`src/rtl/rstseq_pkg.sv`:
```
package rstseq_pkg;

   typedef enum logic {
      SEQ_WAIT = 1'b0,
      SEQ_RUN  = 1'b1
   } seq_state_e;

   function automatic int unsigned slot_count(input int unsigned width);
      return 32'd1 << width;
   endfunction

endpackage

```
`src/rtl/rstseq_sync.sv`:
```
module rstseq_sync #(
   parameter int unsigned STAGES = 2
) (
   input  logic clk,
   input  logic clr_n,
   input  logic d,
   output logic q
);

   if (STAGES < 2) begin : g_bad_stages
      $error("rstseq_sync: STAGES must be at least 2");
   end

   logic [STAGES-1:0] chain_q;

   for (genvar i = 0; i < STAGES; i++) begin : g_stage
      if (i == 0) begin : g_head
         always_ff @(posedge clk or negedge clr_n) begin
            if (!clr_n) chain_q[i] <= 1'b0;
            else        chain_q[i] <= d;
         end
      end else begin : g_tail
         always_ff @(posedge clk or negedge clr_n) begin
            if (!clr_n) chain_q[i] <= 1'b0;
            else        chain_q[i] <= chain_q[i-1];
         end
      end
   end

   assign q = chain_q[STAGES-1];

endmodule

```
`src/rtl/rstseq_phase.sv`:
```
module rstseq_phase #(
   parameter int unsigned PHASE_W   = 3,
   parameter int unsigned QUAL_SLOT = 0
) (
   input  logic               clk,
   input  logic               clr_n,
   input  logic               start,
   input  logic               run,
   output logic               qual,
   output logic [PHASE_W-1:0] phase
);

   localparam int unsigned NSLOTS = rstseq_pkg::slot_count(PHASE_W);

   if (PHASE_W < 1 || PHASE_W > 8) begin : g_bad_width
      $error("rstseq_phase: PHASE_W must be in 1..8");
   end
   if (QUAL_SLOT >= NSLOTS) begin : g_bad_slot
      $error("rstseq_phase: QUAL_SLOT out of range");
   end

   localparam logic [PHASE_W-1:0] SLOT_ONE  = PHASE_W'(1);
   localparam logic [PHASE_W-1:0] SLOT_QUAL = PHASE_W'(QUAL_SLOT);

   logic [PHASE_W-1:0] phase_q;

   always_ff @(posedge clk or negedge clr_n) begin
      if (!clr_n)     phase_q <= '0;
      else if (start) phase_q <= SLOT_ONE;
      else if (run)   phase_q <= phase_q + SLOT_ONE;
   end

   assign qual  = run && (phase_q == SLOT_QUAL);
   assign phase = phase_q;

   assert_wrap_R7: assert property (@(posedge clk) disable iff (!clr_n)
      (run && !start && phase_q == '1) |=> (phase_q == '0));

   assert_idle_clear_R3: assert property (@(posedge clk) disable iff (!clr_n)
      (!run && !start) |=> (phase_q == '0));

endmodule

```
`src/rtl/rstseq_core.sv`:
```
module rstseq_core (
   input  logic clk,
   input  logic clr_n,
   input  logic sync_in,
   input  logic qual,
   output logic cpu_rst,
   output logic first_pulse,
   output logic start,
   output logic run
);

   import rstseq_pkg::*;

   seq_state_e state_q;
   logic       cpu_rst_q;
   logic       pulse_q;
   logic       first_ev;

   assign first_ev = (state_q == SEQ_WAIT) && sync_in;

   always_ff @(posedge clk or negedge clr_n) begin
      if (!clr_n) begin
         state_q   <= SEQ_WAIT;
         cpu_rst_q <= 1'b1;
         pulse_q   <= 1'b0;
      end else begin
         pulse_q <= first_ev;
         if (first_ev) begin
            state_q   <= SEQ_RUN;
            cpu_rst_q <= 1'b0;
         end else if (state_q == SEQ_RUN && qual) begin
            cpu_rst_q <= !sync_in;
         end
      end
   end

   assign cpu_rst     = cpu_rst_q;
   assign first_pulse = pulse_q;
   assign start       = first_ev;
   assign run         = (state_q == SEQ_RUN);

   assert_hold_until_first_R4: assert property (@(posedge clk) disable iff (!clr_n)
      (state_q == SEQ_WAIT && !sync_in) |=> cpu_rst_q);

   assert_only_on_slot_R7: assert property (@(posedge clk) disable iff (!clr_n)
      (state_q == SEQ_RUN && !qual) |=> $stable(cpu_rst_q));

   assert_slot_tracks_R8: assert property (@(posedge clk) disable iff (!clr_n)
      (state_q == SEQ_RUN && qual) |=> (cpu_rst_q == !$past(sync_in)));

   assert_single_pulse_R6: assert property (@(posedge clk) disable iff (!clr_n)
      pulse_q |=> !pulse_q);

endmodule

```
`src/rtl/rstseq_ctrl.sv`:
```
module rstseq_ctrl #(
   parameter int unsigned SYNC_STAGES = 2,
   parameter int unsigned PHASE_W     = 3,
   parameter int unsigned QUAL_SLOT   = 0,
   parameter bit          LPC_FOLLOW  = 1'b1
) (
   input  logic clk_core,
   input  logic pwr_ok,
   input  logic sys_rst_n,
   output logic cpu_rst_n,
   output logic lpc_rst_n,
   output logic out_en,
   output logic first_rel_pulse
);

   logic sync_rel;
   logic qual;
   logic cpu_rst;
   logic pulse;
   logic start;
   logic run;
   logic [PHASE_W-1:0] phase;

   rstseq_sync #(.STAGES(SYNC_STAGES)) u_sync (
      .clk   (clk_core),
      .clr_n (pwr_ok),
      .d     (sys_rst_n),
      .q     (sync_rel)
   );

   rstseq_phase #(.PHASE_W(PHASE_W), .QUAL_SLOT(QUAL_SLOT)) u_phase (
      .clk   (clk_core),
      .clr_n (pwr_ok),
      .start (start),
      .run   (run),
      .qual  (qual),
      .phase (phase)
   );

   rstseq_core u_core (
      .clk         (clk_core),
      .clr_n       (pwr_ok),
      .sync_in     (sync_rel),
      .qual        (qual),
      .cpu_rst     (cpu_rst),
      .first_pulse (pulse),
      .start       (start),
      .run         (run)
   );

   assign cpu_rst_n       = pwr_ok & ~cpu_rst;
   assign out_en          = pwr_ok;
   assign first_rel_pulse = pulse;

   if (LPC_FOLLOW) begin : g_lpc_follow
      assign lpc_rst_n = cpu_rst_n;
   end else begin : g_lpc_once
      assign lpc_rst_n = pwr_ok & run;
   end

   logic unused_phase;
   assign unused_phase = ^phase;

   assert_pulse_release_R5: assert property (@(posedge clk_core) disable iff (!pwr_ok)
      first_rel_pulse |-> cpu_rst_n);

endmodule

```
`config.mk`:
```
export PLATFORM = sky130hd
export DESIGN_NAME = rstseq_ctrl
export DESIGN_NICKNAME = d
export VERILOG_FILES = /design/src/rtl/rstseq_pkg.sv /design/src/rtl/rstseq_sync.sv /design/src/rtl/rstseq_phase.sv /design/src/rtl/rstseq_core.sv /design/src/rtl/rstseq_ctrl.sv
export SDC_FILE = /design/constraint.sdc
export NUM_CORES = 1
export LEC_CHECK = 0
export ABC_AREA = 1
export ABC_CLOCK_PERIOD_IN_PS = 1350
export BUFFER_PORTS_ARGS = -buffer_cell sky130_fd_sc_hd__clkbuf_2
export CORE_AREA = 2 2 39 41
export DETAILED_ROUTE_END_ITERATION = 10
export DIE_AREA = 0 0 41 43
export PLACE_DENSITY_LB_ADDON = 0.25
export SYNTH_ARGS = -nofsm -noshare
export SYNTH_HDL_FRONTEND = slang
export SYNTH_SLANG_ARGS = --single-unit
```
`constraint.sdc`:
```
create_clock -name clk_core -period 1.35 [get_ports clk_core]
set_clock_uncertainty 0.1 [all_clocks]
set_input_delay 0.0675 -clock clk_core [delete_from_list [all_inputs] [get_ports clk_core]]
set_output_delay 0.0675 -clock clk_core [all_outputs]
set_load 0.02 [all_outputs]
```
# --- Word-level counts from Yosys, hierarchy flattened ---
# Cells that the tools add are included.
word_totals:
  regBits: 8
  output_inout_bits: 4
  word_cells: 21
classes:
  addsub: 1
  mux: 4
  bitwise_logic: 3
  n_reduce_logical: 7
op_table:
  columns: ["op", "n"]
  rows:
  - ["$mux 3", 2]
  - ["$reduce_bool 2->1", 2]
  - ["$add 3x1->3 const B", 1]
  - ["$logic_and 1x1->1", 3]
  - ["$logic_not 3->1", 1]
  - ["$mux 1", 2]
  - ["$not 1->1", 2]
  - ["$and 1x1->1", 1]
  - ["$logic_not 1->1", 1]

# --- Logic depth before layout (Yosys ltp) ---
# Gate-level depths: netlist of the first run.
depth:
  word_depth: 5
  ltp_mapped: 5
  depth_no_buf: 5

# --- Cells and area by module ---
# From an unflattened synthesis of the first run, not the netlist that was laid out.
unflattened:
  cells_unflattened: 41
  hier_area_um2: 360.3
modules_own_cells:
  columns: ["mod", "instances", "cells_per_inst", "area_each_um2", "seq_area_each_um2"]
  rows:
  - ["rstseq_phase", 1, 21, 165.2, 75.1]
  - ["rstseq_core", 1, 14, 120.1, 76.3]
  - ["rstseq_sync", 1, 2, 50.0, 50.0]
  - ["rstseq_ctrl", 1, 4, 25.0, 0.0]

# --- Worst setup path after synthesis of the first run ---
# Ideal clock, no wire load.
synth_timing:
  path_kind: "flip-flop to output port"
  from: "reg u_core.cpu_rst_q, in the netlist u_core.cpu_rst"
  to: "out lpc_rst_n"
  arrival_time_ns: 0.893
  t_required_ns: 1.183
  path_slack_ns: 0.289
  stages_incl_launch_ff: 3
  cell_sequence: "dfstp_2 > nor2_1 > buf_4"
synth_via:
  elab_chain_len: 2
synth_lines:
  columns: ["item", "line_no", "rtl"]
  rows:
  - ["start: declaration", "rstseq_core.sv:15", "logic cpu_rst_q;"]
  - ["start signal: assignment", "rstseq_core.sv:32", "cpu_rst_q <= !sync_in;"]
  - ["$not 1->1", "rstseq_ctrl.sv:51", "assign cpu_rst_n = pwr_ok & ~cpu_rst;"]
  - ["$and 1x1->1", "rstseq_ctrl.sv:51", null]
  - ["end: declaration", "rstseq_ctrl.sv:11", "output logic lpc_rst_n,"]
# Every way passes these cells.

# --- Worst setup path after layout of the first run ---
layout_timing:
  from: "reg u_core.cpu_rst_q, in the netlist u_core.cpu_rst"
  to: "out cpu_rst_n"
layout_via:
  elab_chain_len: 2
layout_lines:
  columns: ["item", "line_no", "rtl"]
  rows:
  - ["$not 1->1", "rstseq_ctrl.sv:51", null]
  - ["$and 1x1->1", "rstseq_ctrl.sv:51", null]
  - ["end: declaration", "rstseq_ctrl.sv:10", "output logic cpu_rst_n,"]
# Every way passes these cells.

==> qor.txt, run 1 <==
final net count = 49
worst-path fanout max = 2
min cycle time layout = 1.146 ns
first-pass GRT wire length = 800 um
DP Worst Slack = 0.3312 ns
total gr overflow = 0
Die Ht = 43 um
Setup crit end kind = output port
drt first pass iters = 1
RSZ-0062 raised after global routing = false
Post-DRT Antenna Nets = 0
average size of a mapped cell = 10.16 um^2
CTS buffer count = 3
cell count after synthesis = 33
Worst Path Required = 1.18 ns
Die Area = 1763 um^2
P per Cell Area = 1699 nW/um^2
total power = 0.7080 mW
Synth cell types = 12
Setup Fix Bufs, Post-CTS = 0
DR iter-0 viols = 0
diode count = 0
CTS max path bufs = 2
Seq pwr share = 47.2%
TritonCTS clock tree = done
Clk pwr share = 28.4%
sequential area share after synthesis = 60.07%
R2R setup slack = 0.33 ns
Final Hold Fails = 0
io pins = 7
DR vias = 227
Setup-failing EPs final = 0
Comb power frac = 24.4%
via/cell ratio = 3.847
area of the mapped netlist = 335.3 um^2
clock sink count = 8
Post-CTS Resized = 0
area added between synthesis and finish = 24.25%
FP Rows = 14
period utilization = 84.93%
core box area = 1384 um^2
DRC = 0
PortBufs = 6
Post-Syn Nets = 38
Max VDD drop = 0.0004343 V
final worst setup slack = 0.2035 ns
All-Layer GR Usage = 7.895%
Worst Max-Slew Pin Slew = 0.3732 ns
LEAKAGE = 0.2304 nW
post-layout util = 30.11%
H-tree depth = 1
worst-skew pair later-pin latency = 0.25 ns
Slew Limit Fails = 0
Final GP Congestion = 0.6873
outcome = finished, final reports clean
Net Sw Power = 0.2212 mW
fmax = 0.8722 GHz
flops & latches, synth = 8
post-DP HPWL = 395.5 um
routed len/inst = 9.237 um
Critical Path Start Type = flop
Worst EP arrival = 0.98 ns
setup_tns = 0 ns
crit path kind = flop to output port
sw frac = 31.24%
Hold WC Path Type = primary input to async pin
DRT Wirelength = 545 um
Internal Power = 0.4868 mW
pin count of the biggest net entering global routing = 9
initial antenna violation count = 0
Slew HR = 75.04%
max-cap viol count = 0
die outline width = 41 um
clk slew on worst S/H paths = 0.06 ns
Initial Util = 24.23%
CTS root buf = clkbuf_4
layout cell share with drive strength beyond 1 = 30.23%
vias in the first global route = 178
YS warnings = 0
-- worst max-delay path, stage by stage (launching register included) --
cell and delay, ns:
dfstp_2 0.53, nor2_1 0.05, clkbuf_2 0.14
-- cells in the final DEF, fill, tap and decap left out --
cell type      Yosys  routed
clkbuf_4           0       3
clkbuf_1           0       1
dlygate4sd3_1      0       2
o21ai_1            3       3
nand3_1            3       3
inv_2              1       1
nand4_1            1       1
dfrtp_1            7       7
dfstp_2            1       1
nand2_1            4       4
nand2_2            2       2
nor2_1             1       1
inv_1              6       6
ha_1               2       2
clkbuf_2           0       6
-- cell usage after synthesis, drive strengths merged --
| cell | instances | area [um^2] |
|---|---|---|
| dfrtp | 7 | 175.2 |
| inv | 7 | 26.27 |
| nand2 | 6 | 27.52 |
| nand3 | 3 | 15.01 |
| o21ai | 3 | 15.01 |
| buf | 2 | 15.01 |
| ha | 2 | 25.02 |
| dfstp | 1 | 26.28 |
| nand4 | 1 | 6.260 |
| nor2 | 1 | 3.750 |
-- kinds of logic after synthesis --
kind of cell    share of synthesized area, %
fa+ha+maj                              7.461
buf+inv                                12.31
flops                                  60.08
compound gates                         4.476
simple gates                           15.67
-- state kept, by name, summed over array words and instances (netlist names) --
| name | cells |
|---|---|
| u_phase.phase | 3 |
| u_core.cpu_rst | 1 |
| u_core.first_pulse | 1 |
| u_core.run | 1 |
| u_sync.chain_q | 1 |
| u_sync.q | 1 |
-- final timing paths --
kind	start	endpoint	depth (start not counted)
min	pwr_ok	u_phase.phase[1]$_DFFE_PN0P_	2
max in group asynchronous	pwr_ok	u_core.cpu_rst$_DFFE_PN1P_	2
max	u_core.cpu_rst$_DFFE_PN1P_	cpu_rst_n	2
min in group clk_core	u_sync.chain_q[0]$_DFF_PN0_	u_sync.q$_DFF_PN0_	0
max reg2reg	u_phase.phase[0]$_DFFE_PN0P_	u_phase.phase[1]$_DFFE_PN0P_	4
min reg2reg	u_sync.chain_q[0]$_DFF_PN0_	u_sync.q$_DFF_PN0_	0
-- power by group through the flow --
stage / clock network [mW] / logic [mW] / registers [mW]
after detailed placement: 0 / 0.170 / 0.340
after CTS: 0.210 / 0.176 / 0.336
after global routing: 0.229 / 0.200 / 0.343
final: 0.201 / 0.173 / 0.334
after floorplan: 0 / 0.143 / 0.330
after global placement: 0 / 0.163 / 0.338
-- through the flow --
step | std cells | instance area [um^2] | hold WS, ns
2_1_floorplan | 33 | 335.3 | -0.3281
3_3_place_gp | 53 | 370.4 | -0.1628
3_5_place_dp | 53 | 370.4 | -0.1617
4_1_cts | 59 | 416.7 | 0.1902
5_1_grt | 59 | 416.7 | 0.2107
6_report | 59 | 416.7 | 0.1823
-- routing by layer --
layer	vias to the layer above	GRT usage, %	share of wire, %
met5	-	0	0
li1	121	-	-
met1	98	9.571	45
met4	0	4.000	0
met3	0	7.853	9.0
met2	8	8.750	46
-- cell type report --
type                    instances  area [um^2]
fillers                       150        967.2
flip-flops and latches          8        201.4
multi-input cells              16        92.59
repair buffers                  8        50.05
clock buffers                   4        26.28
inverters                       7        26.28
well taps                      16        20.02
-- what timing repair did --
item	in CTS	in global routing
endpoints found under the setup margin	0	0
hold buffers	2	0
endpoints found under the hold margin	9	0
Note: power is estimated with default switching activity, not from simulation.
==> run 2: changes to the inputs <==
Settings changed: ABC_CLOCK_PERIOD_IN_PS 1350 to 1100.
Clock period 1.35 ns to 1.1 ns, I/O delays scaled along.
==> qor.txt, run 2 (synthesis results as in run 1) <==
outcome = complete, but fails checks
failing checks = negative setup slack
cell family with most CP delay = flip-flops
first-pass GRT wire length = 855 um (+6.9%)
Setup-failing EPs final = 2 (+2)
via/cell ratio = 3.968 (+3.1%)
core box area = 1384 um^2 (unchanged)
drt first pass iters = 2 (+1)
Buf/Inv on CP = 1 (unchanged)
worst-skew pair later-pin latency = 0.26 ns (about the same)
initial antenna violation count = 0 (unchanged)
Final GP Congestion = 0.6822 (-0.74%)
min cycle time layout = 1.122 ns
Final Hold Fails = 0 (unchanged)
period utilization = 102.0%
slowest CP cell = dfstp_2
PortBufs = 6 (unchanged)
worst path cell trace = nor2_4, buf_8
All-Layer GR Usage = 8.114% (+0.22 points)
max-cap viol count = 0 (unchanged)
Die Ht = 43 um (unchanged)
final worst setup slack = -0.02219 ns (-0.2257 ns)
register area = 201.4 um^2 (unchanged)
P per Cell Area = 2108 nW/um^2 (+24%)
Slowest Stage Delay on Critical Path = 0.55 ns (+0.02 ns)
setup_tns = -0.04432 ns (-0.04432 ns)
routed len/inst = 9.258 um (+0.22%)
clock sink count = 8 (unchanged)
crit path kind = flop to output port
post-place instance area = 377.9 um^2 (+2.0%)
worst-path fanout max = 2 (unchanged)
DRT Wirelength = 574 um (+5.3%)
Post-DRT Antenna Nets = 0 (unchanged)
Critical Path Start Type = flop
clk slew on worst S/H paths = 0.06 ns (about the same)
TritonCTS clock tree = done
post-DP HPWL = 394.8 um (-0.18%)
Post-Layout Cell Count = 62 (+5.1%)
Initial Util = 24.23% (unchanged)
Max VDD drop = 0.0006633 V (+53%)
commonest non-fill, non-tap cells in the layout = dfrtp_1, inv_1, nand2_1, clkbuf_2
layout cell share with drive strength beyond 1 = 41.30% (+11 points)
Worst Path Required = 0.94 ns (-0.24 ns)
Die Area = 1763 um^2 (unchanged)
io pins = 7 (unchanged)
commonest non-fill, non-tap cell in the layout = dfrtp_1
Design Area, Final = 469.2 um^2 (+13%)
final net count = 52 (+6.1%)
post-layout util = 33.91% (+3.8 points)
fmax = 0.8911 GHz
Hold WC Path Type = primary input to async pin
diode count = 0 (unchanged)
Worst EP arrival = 0.97 ns (about the same)
CTS buffer count = 3 (unchanged)
Multi-input gate area = 102.6 um^2 (+11%)
DRC = 0 (unchanged)
die outline width = 41 um (unchanged)
Inst Count DP = 54 (+1.9%)
Worst Max-Slew Pin Slew = 0.3717 ns (-0.001535 ns)
pin count of the biggest net entering global routing = 9 (unchanged)
CTS max path bufs = 2 (unchanged)
RSZ-0062 raised after global routing = true
Slew HR = 75.14% (+0.10 points)
DR vias = 246 (+8.4%)
vias in the first global route = 211 (+19%)
Slew Limit Fails = 0 (unchanged)
LEAKAGE = 0.2491 nW (+8.1%)
H-tree depth = 1 (unchanged)
max FFs per register = 3 (unchanged)
hold_ws = 0.2392 ns (+0.05685 ns)
total gr overflow = 0 (unchanged)
# fillers = 151 (+0.67%)
FP Rows = 14 (unchanged)
CTS root buf = clkbuf_4
DR iter-0 viols = 3 (+3)
area added between synthesis and finish = 39.93%
Setup crit end kind = output port
## run 2: cell count changes in the layout (fill, tap and decap cells not counted)
cell | before | now
inv_1 | 6 | 5
buf_4 | 0 | 3
ha_2 | 0 | 1
clkbuf_2 | 6 | 4
nor2_1 | 1 | 0
nor2_4 | 0 | 1
ha_1 | 2 | 1
buf_8 | 0 | 2
inv_2 | 1 | 2
## run 2: layer usage
metal | share of wire (%) | wire (um) | vias up | global-route usage [%]
met5 | 0 | 0 | - | 0
met4 | 0.70 | 4 | 0 | 8.000
met3 | 3.7 | 21 | 2 | 3.141
li1 | - | - | 126 | -
met2 | 49 | 283 | 4 | 10.94
met1 | 46 | 264 | 114 | 8.970
## run 2: path summary, 6_finish.rpt
path	from	slack (ns)	to	cells past startpoint
max	u_core.cpu_rst$_DFFE_PN1P_	-0.02	lpc_rst_n	2
max in group asynchronous	pwr_ok	0.34	u_core.cpu_rst$_DFFE_PN1P_	3
min reg2reg	u_sync.chain_q[0]$_DFF_PN0_	0.25	u_sync.q$_DFF_PN0_	0
min	pwr_ok	0.24	u_core.first_pulse$_DFF_PN0_	3
max reg2reg	u_phase.phase[1]$_DFFE_PN0P_	0.03	u_phase.phase[2]$_DFFE_PN0P_	5
min in group clk_core	u_sync.chain_q[0]$_DFF_PN0_	0.25	u_sync.q$_DFF_PN0_	0
## run 2: cell type report
cell class,count,share of cell area (%)
clock buffer,4,5.600
tap,16,4.267
sequential,8,42.93
timing repair buffer,11,19.73
inverter,7,5.600
multi-input combinational,16,21.87
## run 2: worst register-to-register path, stage by stage, from the launching register on
cell	delay (ns)
dfrtp_1	0.38
buf_4	0.13
ha_1	0.17
nand2_1	0.08
nand3_1	0.07
o21ai_1	0.07
## run 2: through the flow
| step | power [mW] | setup slack (ns) |
|---|---|---|
| after floorplan | 0.5801 | 0.05183 |
| after global placement | 0.6188 | 0.09414 |
| after detailed placement | 0.6287 | 0.08326 |
| after CTS | 0.9489 | -0.03300 |
| after global routing | 1.061 | -0.05245 |
| final | 0.9890 | -0.02219 |
## run 2: report_power, final
part           total (mW)  switching [mW]  internal [mW]
logic               0.322           0.148          0.173
registers           0.417          0.0449          0.372
clock network       0.250           0.111          0.139
## run 2: repair_timing
item	in CTS	in global routing
hold buffers	2	0
gates resized for setup	5	5
hold endpoints to repair	9	0
setup endpoints to repair	2	3
pin swaps	0	1
setup buffers	1	1
==> run 3: changes to the inputs <==
Settings changed: REMOVE_ABC_BUFFERS set to 1.
==> qor.txt, run 3 (synthesis results as in run 1) <==
outcome = complete, but fails checks
failing checks = negative setup slack
Slew Limit Fails = 0 (unchanged)
worst path cell trace = nor2_4, buf_8
die outline width = 41 um (unchanged)
DRT Wirelength = 527 um (-8.2%)
Worst R2R Start = u_phase.phase[1]$_DFFE_PN0P_
sw frac = 30.39% (-0.38 points)
pin count of the biggest net entering global routing = 9 (unchanged)
post-DP HPWL = 400.6 um (+1.5%)
worst-skew pair later-pin latency = 0.25 ns (about the same)
final worst setup slack = -0.01844 ns (+0.003744 ns)
total gr overflow = 0 (unchanged)
CTS max path bufs = 2 (unchanged)
FP Rows = 14 (unchanged)
Inst Count DP = 54 (unchanged)
Critical Path Start Type = flop
first-pass GRT wire length = 855 um (unchanged)
clk slew on worst S/H paths = 0.05 ns (about the same)
max-cap viol count = 0 (unchanged)
core box area = 1384 um^2 (unchanged)
Net Sw Power = 0.2989 mW (-1.8%)
Clk pwr share = 24.0% (-1.3 points)
DR top layer = met3
layout cell share with drive strength beyond 1 = 42.22% (+0.92 points)
vias in the first global route = 220 (+4.3%)
Post-Layout Cell Count = 61 (-1.6%)
R2R setup slack = 0.08 ns (+0.05 ns)
H-tree depth = 1 (unchanged)
Worst R2R End = u_phase.phase[1]$_DFFE_PN0P_
Post-Route M1 WL = 218 um (-17%)
RSZ-0062 raised after global routing = true
final net count = 51 (-1.9%)
Internal Power = 0.6847 mW (about the same)
DRC = 0 (unchanged)
Worst Max-Slew Pin Slew = 0.2191 ns (-0.1525 ns)
period utilization = 101.7% (-0.34 points)
Slew HR = 85.39% (+10 points)
Comb power frac = 33.6% (+1.1 points)
clock sink count = 8 (unchanged)
worst-path fanout max = 2 (unchanged)
fmax = 0.8941 GHz (+0.33%)
Seq pwr share = 42.4% (+0.2 points)
All-Layer GR Usage = 8.012% (-0.10 points)
Final Hold Fails = 0 (unchanged)
Final GP Congestion = 0.6828 (about the same)
Setup-failing EPs final = 2 (unchanged)
metal3 WL = 42 um (+100%)
Worst EP arrival = 0.96 ns (about the same)
Slowest Stage Delay on Critical Path = 0.55 ns (about the same)
area added between synthesis and finish = 41.42%
Setup crit end kind = output port
Initial Util = 24.23% (unchanged)
crit path kind = flop to output port
DR iter-0 viols = 2 (-1)
Die Ht = 43 um (unchanged)
hold_ws = 0.1674 ns (-0.07181 ns)
met2 wire length = 265 um (-6.4%)
LEAKAGE = 0.2458 nW (-1.3%)
PortBufs = 6 (unchanged)
initial antenna violation count = 0 (unchanged)
commonest non-fill, non-tap cells in the layout = dfrtp_1, inv_1, clkbuf_2
Hold WC Path Type = primary input to async pin
setup_tns = -0.03689 ns (+0.007433 ns)
Worst Path Required = 0.94 ns (about the same)
Die Area = 1763 um^2 (unchanged)
io pins = 7 (unchanged)
commonest non-fill, non-tap cell in the layout = dfrtp_1
max FFs per register = 3 (unchanged)
worst setup path startpoint = u_core.cpu_rst$_DFFE_PN1P_
via/cell ratio = 4.000 (+0.81%)
drt first pass iters = 2 (unchanged)
total power = 0.9835 mW (-0.56%)
TritonCTS clock tree = done
CTS buffer count = 3 (unchanged)
Setup crit end = lpc_rst_n
Max VDD drop = 0.0008878 V (+34%)
diode count = 0 (unchanged)
min cycle time layout = 1.118 ns (-0.003744 ns)
Post-DRT Antenna Nets = 0 (unchanged)
post-layout util = 34.27% (+0.36 points)
slowest CP cell = dfstp_2
P per Cell Area = 2074 nW/um^2 (-1.6%)
DR vias = 244 (-0.81%)
worst r2r path cells = 4 (-1)
routed len/inst = 8.639 um (-6.7%)
CTS root buf = clkbuf_4
[run 3: changes by cell type in the layout (fill, tap and decap cells not counted), sizes merged]
cell / before / now
buf: 5 / 4
[run 3: layer usage]
layer	up-vias	global-route usage (%)
li1	126	-
met1	110	8.306
met2	8	11.25
met3	0	7.853
met4	0	2.000
met5	-	0
[run 3: worst min-delay path by stage]
stage / slack [ns] / cells after the start / end / start
floorplan: -0.34 / 0 / u_core.first_pulse$_DFF_PN0_ / pwr_ok
global placement: -0.10 / 2 / u_phase.phase[2]$_DFFE_PN0P_ / pwr_ok
detailed placement: -0.10 / 2 / u_phase.phase[2]$_DFFE_PN0P_ / pwr_ok
CTS: 0.17 / 3 / u_core.run$_DFFE_PN0N_ / pwr_ok
global route: 0.18 / 3 / u_core.run$_DFFE_PN0N_ / pwr_ok
finish: 0.17 / 3 / u_sync.chain_q[0]$_DFF_PN0_ / pwr_ok
[run 3: per-stage QoR]
step	setup WS, ns	cell area (um^2)
global placement	0.08630	377.9
finish	-0.01844	474.2
detailed placement	0.06648	377.9
floorplan	0.05748	320.3
global route	-0.05994	474.2
CTS	-0.03423	451.7
[run 3: timing repair]
item | in CTS | in global routing
setup endpoints to repair | 2 | 4
buffers inserted | 1 | 0
resized for setup | 5 | 7
hold endpoints to repair | 9 | 0
pin swaps | 0 | 1
hold buffers | 2 | 0
[run 3: power by group through the flow]
stage	clock, mW	combinational, mW	sequential [mW]
6_report	0.236	0.331	0.417
5_1_grt	0.272	0.378	0.426
4_1_cts	0.252	0.279	0.410
3_5_place_dp	0	0.215	0.414
3_3_place_gp	0	0.207	0.413
2_1_floorplan	0	0.157	0.405
[run 3: worst max-delay path: cells and delay by family (launching register included)]
family	cells	cell delay, ns
simple gates	1	0.05
buf+inv	1	0.12
flops	1	0.55
[run 3: final cells by class]
cell class	count	area, um^2
clock buffer	4	26.28
multi-input combinational	16	115.1
inverter	7	26.28
timing repair buffer	10	85.08
tap	16	20.02
fill	135	909.6
sequential	8	201.4
